===== config.mk =====
export PLATFORM = sky130hd
export DESIGN_NAME = playback_trigger_ctrl
export DESIGN_NICKNAME = d
export VERILOG_FILES = /design/src/rtl/ptc_pkg.sv /design/src/rtl/ptc_trig_edge.sv /design/src/rtl/ptc_chip_count.sv /design/src/rtl/playback_trigger_ctrl.sv
export SDC_FILE = /design/constraint.sdc
export NUM_CORES = 1
export LEC_CHECK = 0
export BUFFER_PORTS_ARGS = -buffer_cell sky130_fd_sc_hd__buf_2
export CAP_MARGIN = 5
export CORE_ASPECT_RATIO = 1.75
export CORE_MARGIN = 3
export CORE_UTILIZATION = 25
export CTS_BUF_LIST = sky130_fd_sc_hd__clkbuf_8 sky130_fd_sc_hd__clkbuf_16
export CTS_CLUSTER_SIZE = 40
export DETAILED_ROUTE_END_ITERATION = 8
export MAX_ROUTING_LAYER = met4
export PLACE_DENSITY = 0.51
export SYNTH_ARGS = -nofsm -noshare
export SYNTH_HDL_FRONTEND = slang
export SYNTH_HIERARCHICAL = 1
export SYNTH_SLANG_ARGS = --single-unit
export TNS_END_PERCENT = 30

===== constraint.sdc =====
create_clock -name clk -period 3.3 [get_ports clk]
set_input_delay 0.165 -clock clk [delete_from_list [all_inputs] [get_ports clk]]
set_output_delay 0.165 -clock clk [all_outputs]
set_load 0.05 [all_outputs]

===== src/rtl/ptc_pkg.sv =====
package ptc_pkg;

    typedef enum logic [1:0] {
        MODE_FREE       = 2'd0,
        MODE_RETRIG     = 2'd1,
        MODE_ARM_ONCE   = 2'd2,
        MODE_ARM_RETRIG = 2'd3
    } play_mode_e;

    typedef enum logic [1:0] {
        ST_IDLE = 2'd0,
        ST_WAIT = 2'd1,
        ST_RUN  = 2'd2
    } ctl_state_e;

    typedef struct packed {
        ctl_state_e state;
        logic       restart;
    } ctl_regs_t;

endpackage


===== src/rtl/ptc_trig_edge.sv =====
module ptc_trig_edge #(
    parameter int STAGES = 2
) (
    input  logic clk,
    input  logic rst_n,
    input  logic din,
    input  logic pol,
    output logic edge_hit
);
    // chain_q[STAGES-1] is the synchronized level, chain_q[STAGES] its previous value
    logic [STAGES:0] chain_d, chain_q;

    always_comb begin
        chain_d = {chain_q[STAGES-1:0], din};
    end

    always_ff @(posedge clk or negedge rst_n) begin
        if (!rst_n) chain_q <= '0;
        else        chain_q <= chain_d;
    end

    always_comb begin
        if (pol) edge_hit = chain_q[STAGES-1] & ~chain_q[STAGES];
        else     edge_hit = ~chain_q[STAGES-1] & chain_q[STAGES];
    end

endmodule


===== src/rtl/ptc_chip_count.sv =====
module ptc_chip_count #(
    parameter int W = 16
) (
    input  logic         clk,
    input  logic         rst_n,
    input  logic         load,
    input  logic [W-1:0] load_val,
    input  logic         dec,
    output logic [W-1:0] cnt,
    output logic         is_zero
);
    logic [W-1:0] cnt_d, cnt_q;

    always_comb begin
        cnt_d = cnt_q;
        if (load)                    cnt_d = load_val;
        else if (dec && cnt_q != '0) cnt_d = cnt_q - 1'b1;
    end

    always_ff @(posedge clk or negedge rst_n) begin
        if (!rst_n) cnt_q <= '0;
        else        cnt_q <= cnt_d;
    end

    assign cnt     = cnt_q;
    assign is_zero = (cnt_q == '0);

endmodule


===== src/rtl/playback_trigger_ctrl.sv =====
module playback_trigger_ctrl
    import ptc_pkg::*;
#(
    parameter int CNT_W       = 16,
    parameter int SYNC_STAGES = 2
) (
    input  logic             clk,
    input  logic             rst_n,
    input  logic             ext_trig,
    input  logic             ext_pol,
    input  logic             man_trig,
    input  logic [1:0]       mode,
    input  logic [CNT_W-1:0] delay_chips,
    input  logic [CNT_W-1:0] inhibit_chips,
    output logic             play_en,
    output logic             restart,
    output logic             trig_out
);
    localparam logic [CNT_W-1:0] ONE = CNT_W'(1);

    play_mode_e       mode_e;
    ctl_regs_t        regs_d, regs_q;
    logic             ext_hit, trig_evt, accept, can_retrig;
    logic             dly_load, dly_dec, dly_zero, inh_zero;
    logic [CNT_W-1:0] dly_cnt, inh_cnt;

    assign mode_e = play_mode_e'(mode);

    ptc_trig_edge #(.STAGES(SYNC_STAGES)) u_edge (
        .clk(clk), .rst_n(rst_n), .din(ext_trig), .pol(ext_pol), .edge_hit(ext_hit)
    );

    ptc_chip_count #(.W(CNT_W)) u_delay (
        .clk(clk), .rst_n(rst_n), .load(dly_load), .load_val(delay_chips - ONE),
        .dec(dly_dec), .cnt(dly_cnt), .is_zero(dly_zero)
    );

    ptc_chip_count #(.W(CNT_W)) u_inhibit (
        .clk(clk), .rst_n(rst_n), .load(accept), .load_val(inhibit_chips),
        .dec(1'b1), .cnt(inh_cnt), .is_zero(inh_zero)
    );

    assign trig_evt   = ext_hit | man_trig;
    assign can_retrig = (mode_e == MODE_RETRIG) || (mode_e == MODE_ARM_RETRIG);

    always_comb begin
        regs_d         = regs_q;
        regs_d.restart = 1'b0;
        accept         = 1'b0;
        case (regs_q.state)
            ST_IDLE: begin
                if (mode_e == MODE_FREE || mode_e == MODE_RETRIG) begin
                    regs_d.state   = ST_RUN;
                    regs_d.restart = 1'b1;
                end else if (trig_evt) begin
                    accept = 1'b1;
                end
            end
            ST_WAIT: begin
                if (dly_zero) begin
                    regs_d.state   = ST_RUN;
                    regs_d.restart = 1'b1;
                end
            end
            ST_RUN: begin
                if (can_retrig && trig_evt && inh_zero) accept = 1'b1;
            end
            default: regs_d.state = ST_IDLE;
        endcase
        if (accept) begin
            if (delay_chips == '0) begin
                regs_d.state   = ST_RUN;
                regs_d.restart = 1'b1;
            end else begin
                regs_d.state = ST_WAIT;
            end
        end
    end

    assign dly_load = accept && (delay_chips != '0);
    assign dly_dec  = (regs_q.state == ST_WAIT);

    always_ff @(posedge clk or negedge rst_n) begin
        if (!rst_n) regs_q <= '{state: ST_IDLE, restart: 1'b0};
        else        regs_q <= regs_d;
    end

    assign play_en  = (regs_q.state == ST_RUN);
    assign restart  = regs_q.restart;
    assign trig_out = accept;

    assert_quiet_free_R3: assert property (@(posedge clk) disable iff (!rst_n)
        (mode_e == MODE_FREE) |-> !trig_out);
    assert_hold_in_wait_R8: assert property (@(posedge clk) disable iff (!rst_n)
        (regs_q.state == ST_WAIT) |-> !trig_out);
    assert_inhibit_lock_R9: assert property (@(posedge clk) disable iff (!rst_n)
        (inh_cnt != '0) |-> !trig_out);
    assert_zero_delay_start_R6: assert property (@(posedge clk) disable iff (!rst_n)
        (trig_out && delay_chips == '0) |=> (restart && play_en));
    assert_delay_hold_R7: assert property (@(posedge clk) disable iff (!rst_n)
        (trig_out && delay_chips != '0) |=> (!play_en && dly_cnt == $past(delay_chips) - ONE));
    assert_restart_plays_R1: assert property (@(posedge clk) disable iff (!rst_n)
        restart |-> play_en);
    assert_once_armed_R10: assert property (@(posedge clk) disable iff (!rst_n)
        (mode_e == MODE_ARM_ONCE && play_en) |-> !trig_out);

endmodule


==> load_flow_metrics.sql, run 1 <==
INSERT INTO impl_metrics (metric_group, metric, value, unit) VALUES
('run_status', 'result_of_the_run', 'finished clean', ''),
('clocking', 'clock_sink_count', '38', ''),
('critical_path', 'crit_chain', 'inv_1 -> ha_1 -> nor4b_2 -> nand4_1 -> inv_1 -> nand3_1 -> a211o_1 -> inv_1 -> o21a_1 -> inv_1 -> nor2_1 -> a31oi_1', ''),
('critical_path', 'worst_path_dominant_cell_family', 'simple AND/OR/NAND/NOR gates', ''),
('critical_path', 'timing.reg2reg.setup_slack', '0.48', 'ns'),
('synthesis', 'netlist-cell-type-count', '50', ''),
('global_route', 'grt_pass1_wl', '12300', 'µm'),
('drt', 'via_per_inst', '5.192', ''),
('clocking', 'clk_root_buffer_cell', 'sky130_fd_sc_hd__clkbuf_16', ''),
('worst_hold_path', 'worstHoldPathType', 'in -> async', ''),
('drt', 'antenna_left', '0', ''),
('floorplanning', 'row_count', '49', ''),
('clocking', 'cts_made_buffers', '5', ''),
('floorplanning', 'die_x', '84.87', 'µm'),
('global_route', 'via_count_of_the_first_global_routing_pass', '2591', ''),
('power_and_ir_drop', 'power.density_cell_area', '636.7', 'nW/µm²'),
('synthesis', 'synth_edf_count', '0', ''),
('drt', 'routedWlPerCell', '15.12', 'µm'),
('place', 'finalWeightedCongestion', '0.8292', ''),
('critical_path', 'criticalPathCategory', 'reg -> reg', ''),
('clocking', 'worstSkewPairLatency', '0.28', 'ns'),
('floorplanning', 'initial_utilization', '26.11', '%'),
('clocking', 'clk_pin_slew', '0.06', 'ns'),
('timing', 'max_clock_freq', '354.4', 'MHz'),
('timing', 'tns', '0', 'ns'),
('critical_path', 'worstSetupEndpointType', 'flip-flop', ''),
('final_layout', 'nNetsFinal', '410', ''),
('drt', 'firstDrtPassIters', '5', ''),
('global_route', 'grt_overall_usage', '12.81', '%'),
('timing', 'slew_headroom', '41.21', '%'),
('final_layout', 'flow.area_growth_from_synthesis', '19.77', '%'),
('final_layout', 'most-common-layout-cells', '41 x sky130_fd_sc_hd__buf_2, 38 x sky130_fd_sc_hd__dfrtp_1, 36 x sky130_fd_sc_hd__nor2_1, 31 x sky130_fd_sc_hd__nand2_1, 16 x sky130_fd_sc_hd__inv_1', ''),
('timing', 'least_setup_slack_across_all_paths_after_layout', '0.4786', 'ns'),
('critical_path', 'worst-endpoint-required', '3.44', 'ns'),
('global_route', 'grt-ovfl-total', '0', ''),
('drt', 'drt_first_iter_violations', '135', ''),
('critical_path', 'cpMaxStageDelayCell', 'sky130_fd_sc_hd__dfrtp_1', ''),
('global_route', 'grtUsageMet2', '24.33', '%'),
('timing', 'final.setup_skew', '0.006464', 'ns'),
('place', 'port-buffer-count', '41', ''),
('final_layout', 'diodes_inserted', '0', ''),
('floorplanning', 'die_area', '12220', 'µm²'),
('timing', 'finalWorstPathRequiredPeriod', '2.821', 'ns'),
('critical_path', 'critical_path_arrival', '2.96', 'ns'),
('critical_path', 'crit_path_start_kind', 'flip-flop', ''),
('drt', 'drt_drc_violations_left', '0', ''),
('synthesis', 'synth_sequential_area_ratio', '34.94', '%'),
('timing', 'unrepaired_setup_endpoints_after_global_routing', 'no', ''),
('drt', 'routed_wirelength', '7483', 'µm'),
('clocking', 'max-clock-path-buffers', '2', ''),
('final_layout', 'ratio_of_cells_with_drive_above_1_in_the_final_layout', '19.29', '%'),
('power_and_ir_drop', 'total_leakage_power', '1.283', 'nW'),
('global_route', 'grt_busiest_layer', 'met2', ''),
('global_route', 'gr-usage-met3', '2.109', '%'),
('floorplanning', 'fp.coreArea', '10420', 'µm²'),
('timing', 'max_slew_violation_count', '0', ''),
('clocking', 'htree_levels', '2', ''),
('synthesis', 'ys_seq_elements', '38', ''),
('synthesis', 'yosys_warnings', '6', ''),
('global_route', 'grt_antenna_before_repair', '0', ''),
('place', 'hpwl', '5754', 'µm'),
('synthesis', 'synth_flop_cell', 'sky130_fd_sc_hd__dfrtp_1', ''),
('job', 'maxCapViolations', '0', ''),
('timing', 'setup_viol', '0', ''),
('global_route', 'met1_usage', '12.70', '%'),
('timing', 'hold_viol_final', '0', ''),
('synthesis', 'syn-instance-count', '320', ''),
('synthesis', 'syn-mean-instance-area', '8.504', 'µm²'),
('final_layout', 'layout_commonest_cell', 'sky130_fd_sc_hd__buf_2', ''),
('critical_path', 'crit_fanout', '15', ''),
('clocking', 'cts_tree', 'done', '');
-- per-stage QoR --
stage | instance area [µm²] | std cells | util (%) | total power [mW] | hold WS (ns)
global placement | 3078 | 486 | 29.53 | 1.510 | 0.2747
finish | 3259 | 495 | 31.27 | 2.075 | 0.008117
floorplan | 2736 | 324 | - | 1.296 | -0.1306
detailed placement | 3078 | 486 | 29.53 | 1.520 | 0.2773
CTS | 3253 | 495 | 31.21 | 2.088 | 0.05040
global route | 3259 | 495 | 31.27 | 2.230 | 0.08280
-- worst paths after layout --
check                             startpoint                end  cells after the start
min in group clk           inhibit_chips[14]  u_inhibit/cnt[14]                      3
setup reg to reg            u_inhibit/cnt[0]     u_delay/cnt[9]                     12
setup / recovery            u_inhibit/cnt[0]     u_delay/cnt[9]                     12
hold reg to reg            u_edge/chain_q[0]  u_edge/chain_q[1]                      0
hold / removal                         rst_n  u_inhibit/cnt[14]                      1
max in group asynchronous              rst_n    u_delay/cnt[14]                      1
-- area by class of cell --
type                    count  area, µm²
well taps                 127      158.9
clock buffers               5      125.1
inverters                  16      60.06
multi-input cells         260       1679
fillers                  1130       7163
repair buffers             46      245.2
clock inverters             3      40.04
flip-flops and latches     38      950.9
-- flip-flops by register name (all words and copies together) (netlist names) --
register        flops
u_delay/cnt        16
u_inhibit/cnt      16
u_edge/chain_q      3
regs_q              2
restart             1
-- logic make-up (layout without fill, tap and decap cells) --
family          Yosys count  after routing  share of synthesized area [%]
compound gates           69             69                          17.20
xor+xnor                 16             16                          5.426
fa+ha+maj                 4              4                          1.839
buf+inv                  26             70                          4.138
flops                    38             38                          34.94
mux                       6              6                          2.299
other cells               1              5                         0.1378
simple gates            160            160                          34.02
-- power breakdown --
| part | switching, mW | total, mW | internal (mW) |
|---|---|---|---|
| Combinational | 0.320 | 0.609 | 0.289 |
| Clock | 0.201 | 0.555 | 0.354 |
| Sequential | 0.269 | 0.911 | 0.642 |
| Total | 0.791 | 2.08 | 1.28 |
-- repair_timing --
item	CTS	global route
hold endpoints to repair	1	0
resized for setup	0	1
buffers inserted	0	0
endpoints found under the setup margin	0	8
hold buffers	1	0
-- cells in the mapped netlist (all sizes together), types with 6 or more instances --
cell	number	area, µm²
nand3	7	40.04
or4	11	86.33
and2	6	37.54
nor2	36	135.1
a31oi	12	75.07
xnor2	9	86.34
or3	8	50.05
nand4b	7	61.31
o41ai	6	90.08
nor4	10	75.07
nand4	6	37.54
inv	16	60.06
clkbuf	8	30.03
o21ai	21	108.9
a21oi	15	75.07
nor2b	7	43.79
dfrtp	38	950.9
nor3	15	101.4
nand2	31	116.4
xor2	7	61.31
-- per-layer routing --
| layer | part of all wire [%] | vias up |
|---|---|---|
| met3 | 4.4 | 23 |
| met5 | 0 | - |
| met2 | 54 | 73 |
| met4 | 3.5 | 0 |
| li1 | - | 1268 |
| met1 | 38 | 1206 |
No activity file was read; power rests on OpenSTA's default activity.
==> run 2, diff against run 1 <==
Settings changed: CORE_UTILIZATION 25 to 45, PLACE_DENSITY 0.51 to 0.65, SYNTH_HIERARCHICAL 1 to not set.
==> load_flow_metrics.sql, run 2 <==
INSERT INTO impl_metrics (metric_group, metric, value, unit) VALUES
('synthesis', 'muxShareOfSynthArea', '7.700', '%'),
('synthesis', 'synth.cells.most_frequent', '38 x sky130_fd_sc_hd__dfrtp_1, 24 x sky130_fd_sc_hd__nand2_1, 23 x sky130_fd_sc_hd__nor2_1', ''),
('synthesis', 'syn-mean-instance-area', '9.060', 'µm²'),
('clocking', 'clk_root_buffer_cell', 'sky130_fd_sc_hd__clkbuf_8', ''),
('final_layout', 'layout_commonest_cell', 'sky130_fd_sc_hd__buf_2', ''),
('timing', 'max_clock_freq', '317.4', 'MHz'),
('clocking', 'max-clock-path-buffers', '2', ''),
('drt', 'routed_wirelength', '6360', 'µm'),
('synthesis', 'synthSimpleGateAreaFrac', '25.43', '%'),
('critical_path', 'worstSetupEndpointType', 'flip-flop', ''),
('global_route', 'largest_net_degree_at_the_start_of_global_routing', '39', ''),
('critical_path', 'worst-endpoint-required', '3.51', 'ns'),
('synthesis', 'main_combinational_cell_family_by_area_after_synthesis', 'simple AND/OR/NAND/NOR gates', ''),
('synthesis', 'syn-num-nets', '320', ''),
('power_and_ir_drop', 'irDropWorstVdd', '0.1724', 'mV'),
('critical_path', 'critical_path_arrival', '3.36', 'ns'),
('floorplanning', 'fp.coreArea', '5343', 'µm²'),
('timing', 'setup_viol', '0', ''),
('synthesis', 'ys_seq_elements', '38', ''),
('synthesis', 'synth_flop_cell', 'sky130_fd_sc_hd__dfrtp_1', ''),
('drt', 'via_per_inst', '5.784', ''),
('drt', 'drt_drc_violations_left', '0', ''),
('job', 'maxCapViolations', '0', ''),
('critical_path', 'crit_path_start_kind', 'flip-flop', ''),
('timing', 'finalWorstPathRequiredPeriod', '3.150', 'ns'),
('synthesis', 'synthMostInstantiatedCell', 'sky130_fd_sc_hd__dfrtp_1', ''),
('synthesis', 'netlist-cell-type-count', '56', ''),
('global_route', 'grt_pass1_wl', '10580', 'µm'),
('drt', 'routedWlPerCell', '15.59', 'µm'),
('synthesis', 'syn-cell-area', '2519', 'µm²'),
('critical_path', 'setup.worst_path.start', 'u_inhibit.cnt[0]', ''),
('synthesis', 'synth_top_cell_area_share', '37.75', '%'),
('final_layout', 'flow.area_growth_from_synthesis', '19.52', '%'),
('critical_path', 'criticalPathCategory', 'reg -> reg', ''),
('floorplanning', 'row_count', '35', ''),
('floorplanning', 'ioPinCount', '42', ''),
('global_route', 'grt_antenna_before_repair', '0', ''),
('synthesis', 'synth_xor_area_share', '7.998', '%'),
('synthesis', 'yosys_warnings', '0', ''),
('run_status', 'result_of_the_run', 'finished with violations', ''),
('power_and_ir_drop', 'power.density_cell_area', '286.4', 'nW/µm²'),
('timing', 'final.setup_skew', '0.006673', 'ns'),
('place', 'postPlaceCellArea', '2864', 'µm²'),
('clocking', 'cts_made_buffers', '5', ''),
('clocking', 'clk_pin_slew', '0.08', 'ns'),
('final_layout', 'diodes_inserted', '0', ''),
('synthesis', 'post_synth_fa_ha_maj_area_fraction', '1.490', '%'),
('place', 'finalWeightedCongestion', '0.8718', ''),
('synthesis', 'synth-compound-area-share', '16.54', '%'),
('final_layout', 'final_design_area_no_fill', '3010', 'µm²'),
('final_layout', 'nNetsFinal', '375', ''),
('timing', 'hold_viol_final', '16', ''),
('critical_path', 'r2r.worst_path.cells', '13', ''),
('power_and_ir_drop', 'total_leakage_power', '1.147', 'nW'),
('critical_path', 'cpMaxStageDelayCell', 'sky130_fd_sc_hd__dfrtp_1', ''),
('clocking', 'clock_sink_count', '38', ''),
('run_status', 'violations', 'negative hold slack', ''),
('synthesis', 'synthDominantAreaCellType', 'sky130_fd_sc_hd__dfrtp_1', ''),
('drt', 'routed-via-count', '2360', ''),
('final_layout', 'ratio_of_cells_with_drive_above_1_in_the_final_layout', '26.65', '%'),
('critical_path', 'worstReg2RegStart', 'u_inhibit.cnt[0]', ''),
('critical_path', 'timing.reg2reg.setup_slack', '0.15', 'ns'),
('synthesis', 'syn-instance-count', '278', ''),
('floorplanning', 'die_x', '62.56', 'µm'),
('timing', 'unrepaired_setup_endpoints_after_global_routing', 'yes', ''),
('critical_path', 'cp-endpoint', 'u_delay.cnt[12]', ''),
('global_route', 'gr-usage-met3', '3.226', '%'),
('synthesis', 'top_cells_by_area_in_the_synthesized_netlist', 'sky130_fd_sc_hd__dfrtp_1 38%, sky130_fd_sc_hd__mux2i_1 6.4%, sky130_fd_sc_hd__xor2_1 4.5%', ''),
('floorplanning', 'die_y', '105.0', 'µm'),
('timing', 'fin_crit_sh', '95.47', '%'),
('floorplanning', 'initial_utilization', '47.14', '%'),
('synthesis', 'synth_edf_count', '0', ''),
('global_route', 'grt-ovfl-total', '0', ''),
('critical_path', 'crit_chain', 'inv_2 -> ha_4 -> or4bb_1 -> nor4_2 -> o21ai_2 -> clkinv_2 -> nand2_2 -> a22oi_1 -> ha_2 -> nand4_1 -> a21o_1 -> or3_2 -> a31oi_1', ''),
('clocking', 'htree_levels', '2', ''),
('synthesis', 'synth_sequential_area_ratio', '37.75', '%'),
('final_layout', 'most-common-layout-cells', '41 x sky130_fd_sc_hd__buf_2, 38 x sky130_fd_sc_hd__dfrtp_1, 24 x sky130_fd_sc_hd__nand2_1, 23 x sky130_fd_sc_hd__nor2_1', ''),
('global_route', 'grt_overall_usage', '20.39', '%'),
('timing', 'max_slew_violation_count', '0', ''),
('timing', 'slew_headroom', '41.02', '%'),
('critical_path', 'critical_path.reg2reg.endpoint', 'u_delay.cnt[12]', ''),
('timing', 'final_hold_slack', '-0.01465', 'ns'),
('global_route', 'via_count_of_the_first_global_routing_pass', '2301', ''),
('place', 'hpwl', '4841', 'µm'),
('global_route', 'met1_usage', '21.65', '%'),
('critical_path', 'crit_fanout', '5', ''),
('drt', 'antenna_left', '0', ''),
('floorplanning', 'die_area', '6566', 'µm²'),
('critical_path', 'critical_path.max_stage_delay', '0.41', 'ns'),
('place', 'port-buffer-count', '41', ''),
('synthesis', 'postSynth.asyncResetShare', '100.0', '%'),
('clocking', 'worstSkewPairLatency', '0.29', 'ns'),
('timing', 'worst_slew_pin_slew', '0.8767', 'ns'),
('global_route', 'grt_busiest_layer', 'met2', ''),
('drt', 'firstDrtPassIters', '4', ''),
('timing', 'tns', '0', 'ns'),
('global_route', 'grtUsageMet2', '37.43', '%'),
('worst_hold_path', 'worstHoldPathType', 'in -> async', ''),
('clocking', 'cts_tree', 'done', ''),
('drt', 'drt_first_iter_violations', '109', ''),
('power_and_ir_drop', 'total_power', '0.8622', 'mW');
run 2: worst min path at each step:
stage | cells after the start | end | startpoint | slack, ns
final | 1 | u_inhibit.cnt[3] | rst_n | -0.01
after global routing | 1 | u_edge.chain_q[1] | rst_n | 0.06
after CTS | 1 | u_inhibit.cnt[8] | rst_n | 0.03
after detailed placement | 1 | u_edge.chain_q[0] | ext_trig | 0.28
after global placement | 1 | u_edge.chain_q[0] | ext_trig | 0.28
after floorplan | 0 | regs_q[1] | rst_n | -0.13
run 2: report_power, final:
group / leakage, nW / total [mW] / internal, mW / switching [mW]
Clock: 0.0524 / 0.333 / 0.166 / 0.168
Sequential: 0.410 / 0.468 / 0.467 / 0.000819
Combinational: 0.684 / 0.0612 / 0.0278 / 0.0333
Total: 1.15 / 0.862 / 0.661 / 0.202
run 2: logic make-up (layout without fill, tap and decap cells):
logic type	Yosys count	in the layout
XOR/XNOR	23	23
AND/OR/NAND/NOR	115	115
multiplexers	19	19
adder cells (fa/ha/maj)	3	3
flip-flops	38	38
buffers and inverters	16	72
AO/OA/AOI/OAI	64	64
run 2: cell type report:
cell class | instances | area, µm²
clock buffers | 6 | 82.58
fillers | 529 | 2332
inverters | 7 | 27.53
well taps | 74 | 92.59
clock inverters | 2 | 8.758
multi-input cells | 224 | 1520
repair buffers | 57 | 327.8
flip-flops and latches | 38 | 950.9
run 2: worst max-delay path, delay by kind of cell (launching register included):
family,cells,cell delay [ns]
flops,1,0.41
fa+ha+maj,2,0.42
simple gates,5,1.35
buf+inv,2,0.18
compound gates,4,0.71
run 2: per-layer routing:
metal,vias up,share of wire (%),wire length [µm]
met5,-,0,0
met4,0,1.5,93
met3,10,4.1,261
met2,62,55,3516
met1,1132,39,2489
li1,1156,-,-
run 2: stage by stage:
step | std cells | hold WS, ns | worst slack, ns | util, %
after CTS | 406 | 0.02832 | 0.1221 | 55.50
after floorplan | 278 | -0.1306 | 0.03726 | -
after global placement | 397 | 0.2750 | 0.03752 | 53.61
final | 408 | -0.01465 | 0.1496 | 56.35
after detailed placement | 397 | 0.2751 | -0.03642 | 53.61
after global routing | 408 | 0.05559 | -0.02656 | 56.35
run 2: what timing repair did:
action / CTS / global route
resized for setup: 0 / 9
hold buffers: 1 / 0
hold endpoints to repair: 1 / 0
buffers inserted: 0 / 2
setup endpoints to repair: 0 / 3
